<file path="config.mk">
export PLATFORM = sky130hd
export DESIGN_NAME = irq_el_ctrl
export DESIGN_NICKNAME = d
export VERILOG_FILES = /design/src/rtl/irq_el_pkg.sv /design/src/rtl/irq_el_sync.sv /design/src/rtl/irq_el_cell.sv /design/src/rtl/irq_el_drive.sv /design/src/rtl/irq_el_ctrl.sv
export SDC_FILE = /design/constraint.sdc
export NUM_CORES = 1
export LEC_CHECK = 0
export ABC_CLOCK_PERIOD_IN_PS = 1900
export CAP_MARGIN = 15
export CORE_AREA = 3 3 87 121
export CTS_CLUSTER_SIZE = 28
export DETAILED_ROUTE_END_ITERATION = 10
export DIE_AREA = 0 0 90 124
export DONT_BUFFER_PORTS = 1
export GPL_TIMING_DRIVEN = 0
export PLACE_DENSITY_LB_ADDON = 0.12
export RECOVER_POWER = 50
export SYNTH_ARGS = -nofsm -noshare
export SYNTH_HDL_FRONTEND = slang
export SYNTH_SLANG_ARGS = --single-unit
</file>
<file path="constraint.sdc">
create_clock -name clk -period 1.9 [get_ports clk]
set_input_delay 0.38 -clock clk [delete_from_list [all_inputs] [get_ports clk]]
set_output_delay 0.38 -clock clk [all_outputs]
set_load 0.02 [all_outputs]
</file>
<file path="src/rtl/irq_el_pkg.sv">
package irq_el_pkg;
    typedef enum logic [1:0] {
        TRIG_RISE  = 2'b00,
        TRIG_FALL  = 2'b01,
        TRIG_LEVEL = 2'b10,
        TRIG_RSVD  = 2'b11
    } trig_e;

    typedef enum logic [1:0] {
        DRV_HIGH = 2'b00,
        DRV_LOW  = 2'b01,
        DRV_OD   = 2'b10,
        DRV_RSVD = 2'b11
    } drive_e;

    typedef enum logic {
        ST_IDLE = 1'b0,
        ST_PEND = 1'b1
    } bit_state_e;

    localparam int ADDR_W = 3;
    localparam logic [ADDR_W-1:0] A_STATUS = 3'd0;
    localparam logic [ADDR_W-1:0] A_MASK   = 3'd1;
    localparam logic [ADDR_W-1:0] A_MODEHI = 3'd2;
    localparam logic [ADDR_W-1:0] A_MODELO = 3'd3;
    localparam logic [ADDR_W-1:0] A_ERRMSK = 3'd4;
    localparam logic [ADDR_W-1:0] A_PINCTL = 3'd5;
endpackage

</file>
<file path="src/rtl/irq_el_sync.sv">
module irq_el_sync #(
    parameter int W      = 8,
    parameter int STAGES = 2
) (
    input  logic         clk,
    input  logic         rst_n,
    input  logic [W-1:0] din,
    output logic [W-1:0] dout
);
    logic [W-1:0] stage_q [STAGES];

    always_ff @(posedge clk or negedge rst_n) begin
        if (!rst_n) stage_q[0] <= '0;
        else        stage_q[0] <= din;
    end

    for (genvar s = 1; s < STAGES; s++) begin : g_stage
        always_ff @(posedge clk or negedge rst_n) begin
            if (!rst_n) stage_q[s] <= '0;
            else        stage_q[s] <= stage_q[s-1];
        end
    end

    assign dout = stage_q[STAGES-1];
endmodule

</file>
<file path="src/rtl/irq_el_cell.sv">
module irq_el_cell
    import irq_el_pkg::*;
(
    input  logic  clk,
    input  logic  rst_n,
    input  logic  lvl,
    input  logic  prev,
    input  trig_e mode,
    input  logic  clr,
    output logic  pend
);
    bit_state_e st_q, st_nx;
    logic       hit;

    always_comb begin
        unique case (mode)
            TRIG_FALL:  hit = prev & ~lvl;
            TRIG_LEVEL: hit = 1'b0;
            default:    hit = lvl & ~prev;
        endcase
    end

    always_comb begin
        st_nx = st_q;
        if (mode == TRIG_LEVEL) begin
            st_nx = lvl ? ST_PEND : ST_IDLE;
        end else begin
            unique case (st_q)
                ST_IDLE: if (hit) st_nx = ST_PEND;
                ST_PEND: if (clr && !hit) st_nx = ST_IDLE;
                default: st_nx = ST_IDLE;
            endcase
        end
    end

    always_ff @(posedge clk or negedge rst_n) begin
        if (!rst_n) st_q <= ST_IDLE;
        else        st_q <= st_nx;
    end

    always_comb begin
        pend = (st_q == ST_PEND);
    end

    a_r3_edge_holds: assert property (@(posedge clk) disable iff (!rst_n)
        (mode != TRIG_LEVEL && pend && !clr) |=> pend);
    a_r7_read_clears: assert property (@(posedge clk) disable iff (!rst_n)
        (mode != TRIG_LEVEL && clr && !hit) |=> !pend);
    a_r5_level_follows: assert property (@(posedge clk) disable iff (!rst_n)
        (mode == TRIG_LEVEL) |=> (pend == $past(lvl)));
endmodule

</file>
<file path="src/rtl/irq_el_drive.sv">
module irq_el_drive
    import irq_el_pkg::*;
(
    input  logic   clk,
    input  logic   rst_n,
    input  logic   any_irq,
    input  drive_e drv,
    output logic   pin,
    output logic   pin_oe
);
    always_comb begin
        unique case (drv)
            DRV_LOW: begin pin = ~any_irq; pin_oe = 1'b1;    end
            DRV_OD:  begin pin = 1'b0;     pin_oe = any_irq; end
            default: begin pin = any_irq;  pin_oe = 1'b1;    end
        endcase
    end

    a_r9_od_data_low: assert property (@(posedge clk) disable iff (!rst_n)
        (drv == DRV_OD) |-> (!pin && (pin_oe == any_irq)));
    a_r9_push_pull_enabled: assert property (@(posedge clk) disable iff (!rst_n)
        (drv != DRV_OD) |-> pin_oe);
endmodule

</file>
<file path="src/rtl/irq_el_ctrl.sv">
module irq_el_ctrl
    import irq_el_pkg::*;
#(
    parameter int NSRC = 8,
    parameter int NERR = 7
) (
    input  logic              clk,
    input  logic              rst_n,
    input  logic [NSRC-2:0]   src_evt,
    input  logic [NERR-1:0]   err_flag,
    input  logic              bus_wr,
    input  logic              bus_rd,
    input  logic [ADDR_W-1:0] bus_addr,
    input  logic [NSRC-1:0]   bus_wdata,
    output logic [NSRC-1:0]   bus_rdata,
    output logic              irq_pin,
    output logic              irq_pin_oe
);
    localparam int NSYNC = NSRC - 1 + NERR;

    logic [NSRC-1:0] mask_q, modehi_q, modelo_q;
    logic [NERR-1:0] errmask_q;
    drive_e          drv_q;

    logic [NSYNC-1:0] raw_in, sync_out;
    logic [NSRC-1:0]  lvl, prev_q, status;
    logic [NERR-1:0]  err_sync;
    logic             err_comp, clr_stat, any_irq;

    assign raw_in = {err_flag, src_evt};

    irq_el_sync #(.W(NSYNC), .STAGES(2)) u_sync (
        .clk  (clk),
        .rst_n(rst_n),
        .din  (raw_in),
        .dout (sync_out)
    );

    assign err_sync = sync_out[NSYNC-1 -: NERR];
    assign err_comp = |(err_sync & errmask_q);
    assign lvl      = {sync_out[NSRC-2:0], err_comp};

    always_ff @(posedge clk or negedge rst_n) begin
        if (!rst_n) prev_q <= '0;
        else        prev_q <= lvl;
    end

    always_ff @(posedge clk or negedge rst_n) begin
        if (!rst_n) begin
            mask_q    <= '0;
            modehi_q  <= '0;
            modelo_q  <= '0;
            errmask_q <= '0;
            drv_q     <= DRV_HIGH;
        end else if (bus_wr) begin
            unique case (bus_addr)
                A_MASK:   mask_q    <= bus_wdata;
                A_MODEHI: modehi_q  <= bus_wdata;
                A_MODELO: modelo_q  <= bus_wdata;
                A_ERRMSK: errmask_q <= bus_wdata[NERR-1:0];
                A_PINCTL: drv_q     <= drive_e'(bus_wdata[1:0]);
                default:  ;
            endcase
        end
    end

    assign clr_stat = bus_rd && (bus_addr == A_STATUS);

    for (genvar k = 0; k < NSRC; k++) begin : g_cell
        irq_el_cell u_cell (
            .clk  (clk),
            .rst_n(rst_n),
            .lvl  (lvl[k]),
            .prev (prev_q[k]),
            .mode (trig_e'({modehi_q[k], modelo_q[k]})),
            .clr  (clr_stat),
            .pend (status[k])
        );
    end

    assign any_irq = |(status & mask_q);

    irq_el_drive u_drive (
        .clk    (clk),
        .rst_n  (rst_n),
        .any_irq(any_irq),
        .drv    (drv_q),
        .pin    (irq_pin),
        .pin_oe (irq_pin_oe)
    );

    always_comb begin
        bus_rdata = '0;
        unique case (bus_addr)
            A_STATUS: bus_rdata = status;
            A_MASK:   bus_rdata = mask_q;
            A_MODEHI: bus_rdata = modehi_q;
            A_MODELO: bus_rdata = modelo_q;
            A_ERRMSK: bus_rdata[NERR-1:0] = errmask_q;
            A_PINCTL: bus_rdata[1:0] = drv_q;
            default:  bus_rdata = '0;
        endcase
    end

    a_r8_pin_high_when_pending: assert property (@(posedge clk) disable iff (!rst_n)
        (drv_q == DRV_HIGH && (status & mask_q) != '0) |-> irq_pin);
    a_r10_masked_errors_quiet: assert property (@(posedge clk) disable iff (!rst_n)
        (errmask_q == '0 && modehi_q[0] == 1'b1 && modelo_q[0] == 1'b0) |=> !status[0]);
endmodule

</file>
==> results_dict.tcl <==
set metrics [dict create \
    synth.avg_cell_area_um2 12.58 \
    area_delta_synth_final_pct 19.74 \
    finalMaxSlewViolations 0 \
    clk_latency_ns 0.34 \
    r2r_start "errmask_q[5]" \
    synth_nets 309 \
    rsz0062_at_grt "yes" \
    p_sw_share_pct 26.36 \
    cts_tree "built" \
    yosys_register_bits 77 \
    synth_cell_type_count 29 \
    crit_cells 4 \
    path_cells "a22o_1, a221oi_2, and3_4, mux2_4" \
    p_seq_share_pct 41.5 \
    grt_usage_pct 14.37 \
    final_cell_mix "dfrtp_1, o21ai_0, mux2_2, inv_1, ha_1" \
    cts.clk_slew.worst_paths_ns 0.06 \
    rows 42 \
    drt_iter0_drc 121 \
    slew_headroom_pct 62.72 \
    max_cap_violations 0 \
    die_w_um 90 \
    period_minus_slack_ns 2.148 \
    grt_max_degree 78 \
    ant_nets 0 \
    startpoint_type "flop" \
    fin_area_um2 3946 \
    routabilityCongestion 0.7732 \
    ctsRootBufferMaster "clkbuf_16" \
    switchingPower_uw 1372 \
    drt_first_pass_iters 4 \
    wirelength_um 7456 \
    period_share_pct 113.1 \
    fmax_mhz 465.5 \
    p_comb_share_pct 17.9 \
    p_int_uw 3832 \
    design_power_total_uw 5203 \
    pin_count 39 \
    fill_cells 947 \
    final-instance-count-excl-fill 415 \
    grt-ovfl-total 0 \
    r2r_cells 4 \
    cts_sinks 77 \
    critPathCapture "irq_pin" \
    skew_ns 0.005650 \
    required_ns 1.52 \
    dp_hpwl_um 5114 \
    placed_cell_area_um2 3461 \
    hold_viol_final 77 \
    drc 0 \
    die_area_um2 11160 \
    powerDensity_nw_per_um2 1319 \
    grt_pass1_vias 2246 \
    core_um2 9564 \
    cp-startpoint "mask_q[3]" \
    synth_warnings 0 \
    diodes 0 \
    cp_data_arrival_time_ns 1.77 \
    portBuffers 0 \
    vias 2113 \
    clk_path_buf_depth 2 \
    crit_path_max_fanout 2 \
    final_common_cell "dfrtp_1" \
    critPathKind "flop to output pin" \
    crit_slowest_cell "dfrtp_1" \
    grt_pass1_wl_um 11940 \
    antenna_found_initial 0 \
    initial_core_util_pct 34.46 \
    p_clk_share_pct 40.6 \
    reg2reg_to "g_cell[0].u_cell.pend" \
    critPathMaxStageDelay_ns 0.38 \
    drive_above_1_share_pct 24.03 \
    p_leak_uw 0.001740 \
    cp-end-kind "output pin" \
    outcome "complete, but fails checks" \
    tightest_slew_ns 0.5575 \
    cpLargestDelayFamily "compound AO/OA/AOI/OAI gates" \
    wl_per_cell_um 17.97 \
    setup_viol 2 \
    ir_drop_mv 0.5159 \
    worst_slack_ns -0.2483 \
    tritoncts.num_buffers 9 \
    fp.dieH_um 124 \
    placed_cells 394 \
    htree_num_levels 3 \
    cp_num_buf_inv 0 \
    final_util_pct 41.26 \
    worst_hold_slack_ns -0.2669 \
    violations "hold timing, setup timing" \
    vias_per_cell 5.092 \
    synth_area_um2 3296 \
    layout.nets 325 \
    syn_inst 262 \
    hold_path.class "primary input to async pin" \
    ys_seq_area_share_pct 58.47 \
    r2r_slack_ns 0.36 \
]
metal layers:
metal / share of wire, % / GRT usage [%] / vias up
li1: - / - / 975
met1: 41 / 16.13 / 1071
met2: 51 / 24.54 / 50
met3: 4.8 / 4.290 / 17
met4: 3.3 / 8.142 / 0
met5: 0 / 0 / -
cell usage after synthesis, drive strengths merged:
library cell	count	area, um2
a22o	1	8.760
or4	1	7.510
mux4	3	71.32
o21ai	27	135.1
o2bb2a	1	10.01
nor4bb	2	20.02
and3	1	6.260
ha	18	225.2
nand2	15	56.30
nand3	3	15.01
nand3b	2	15.01
a22oi	12	90.09
nand2b	1	6.260
dfrtp	77	1927
clkbuf	2	7.510
inv	20	75.07
mux2	26	292.8
a32oi	7	61.31
a221oi	1	8.760
a222oi	1	10.01
nor2	10	40.04
nand4b	1	15.01
mux2i	3	30.03
a31oi	1	6.260
o22ai	7	43.79
buf	6	30.03
nor2b	13	81.33
registers in the layout (all words and copies together) (netlist names):
| register | count |
|---|---|
| u_sync.dout | 14 |
| u_sync.stage_q | 14 |
| g_cell.u_cell.pend | 8 |
| mask_q | 8 |
| modehi_q | 8 |
| modelo_q | 8 |
| prev_q | 8 |
| errmask_q | 7 |
| drv_q | 2 |
logic make-up (layout without fill, tap and decap cells):
| family | Yosys count | after routing | synth area share (%) |
|---|---|---|---|
| AO/OA/AOI/OAI | 58 | 58 | 11.35 |
| adder cells (fa/ha/maj) | 18 | 18 | 6.834 |
| buffers and inverters | 28 | 49 | 3.417 |
| flip-flops | 77 | 77 | 58.47 |
| multiplexers | 32 | 32 | 11.96 |
| AND/OR/NAND/NOR | 49 | 49 | 7.973 |
worst min path at each step:
stage	startpoint	to	depth (start not counted)
6_report	rst_n	modehi_q[6]	0
5_1_grt	rst_n	modehi_q[6]	0
2_1_floorplan	rst_n	drv_q[0]	0
3_5_place_dp	rst_n	u_sync.dout[5]	0
3_3_place_gp	rst_n	prev_q[6]	0
4_1_cts	rst_n	u_sync.stage_q[25]	0
stage by stage:
stage / setup slack (ns) / setup TNS, ns
after floorplan: 0.1761 / 0
after global placement: -0.1146 / -1.061
after detailed placement: -0.1609 / -1.778
after CTS: -0.2725 / -0.4552
after global routing: -0.2963 / -0.5197
final: -0.2483 / -0.4078
timing repair:
action / in CTS / in global routing
setup endpoints to repair: 7 / 6
endpoints found under the hold margin: 77 / 77
buffers inserted: 4 / 2
pin swaps: 3 / 1
resized for setup: 13 / 5
gates cloned: 0 / 0
power by group through the flow:
| stage | combinational (uW) | sequential, uW | clock (uW) |
|---|---|---|---|
| 2_1_floorplan | 662 | 2090 | 0 |
| 4_1_cts | 923 | 2160 | 2170 |
| 5_1_grt | 1040 | 2200 | 2230 |
| 3_3_place_gp | 772 | 2190 | 0 |
| 3_5_place_dp | 803 | 2190 | 0 |
| 6_report | 933 | 2160 | 2110 |
final cells by class:
class                   instances  area [um2]  area share, %
well taps                     132       165.2          4.185
flip-flops and latches         77        1927          48.83
clock buffers                   9       225.2          5.707
inverters                      20       75.07          1.902
plain buffers                   8       45.04          1.141
clock inverters                 7       145.1          3.678
repair buffers                  5       41.29          1.046
multi-input cells             157        1323          33.51
Note: power is estimated with default switching activity, not from simulation.
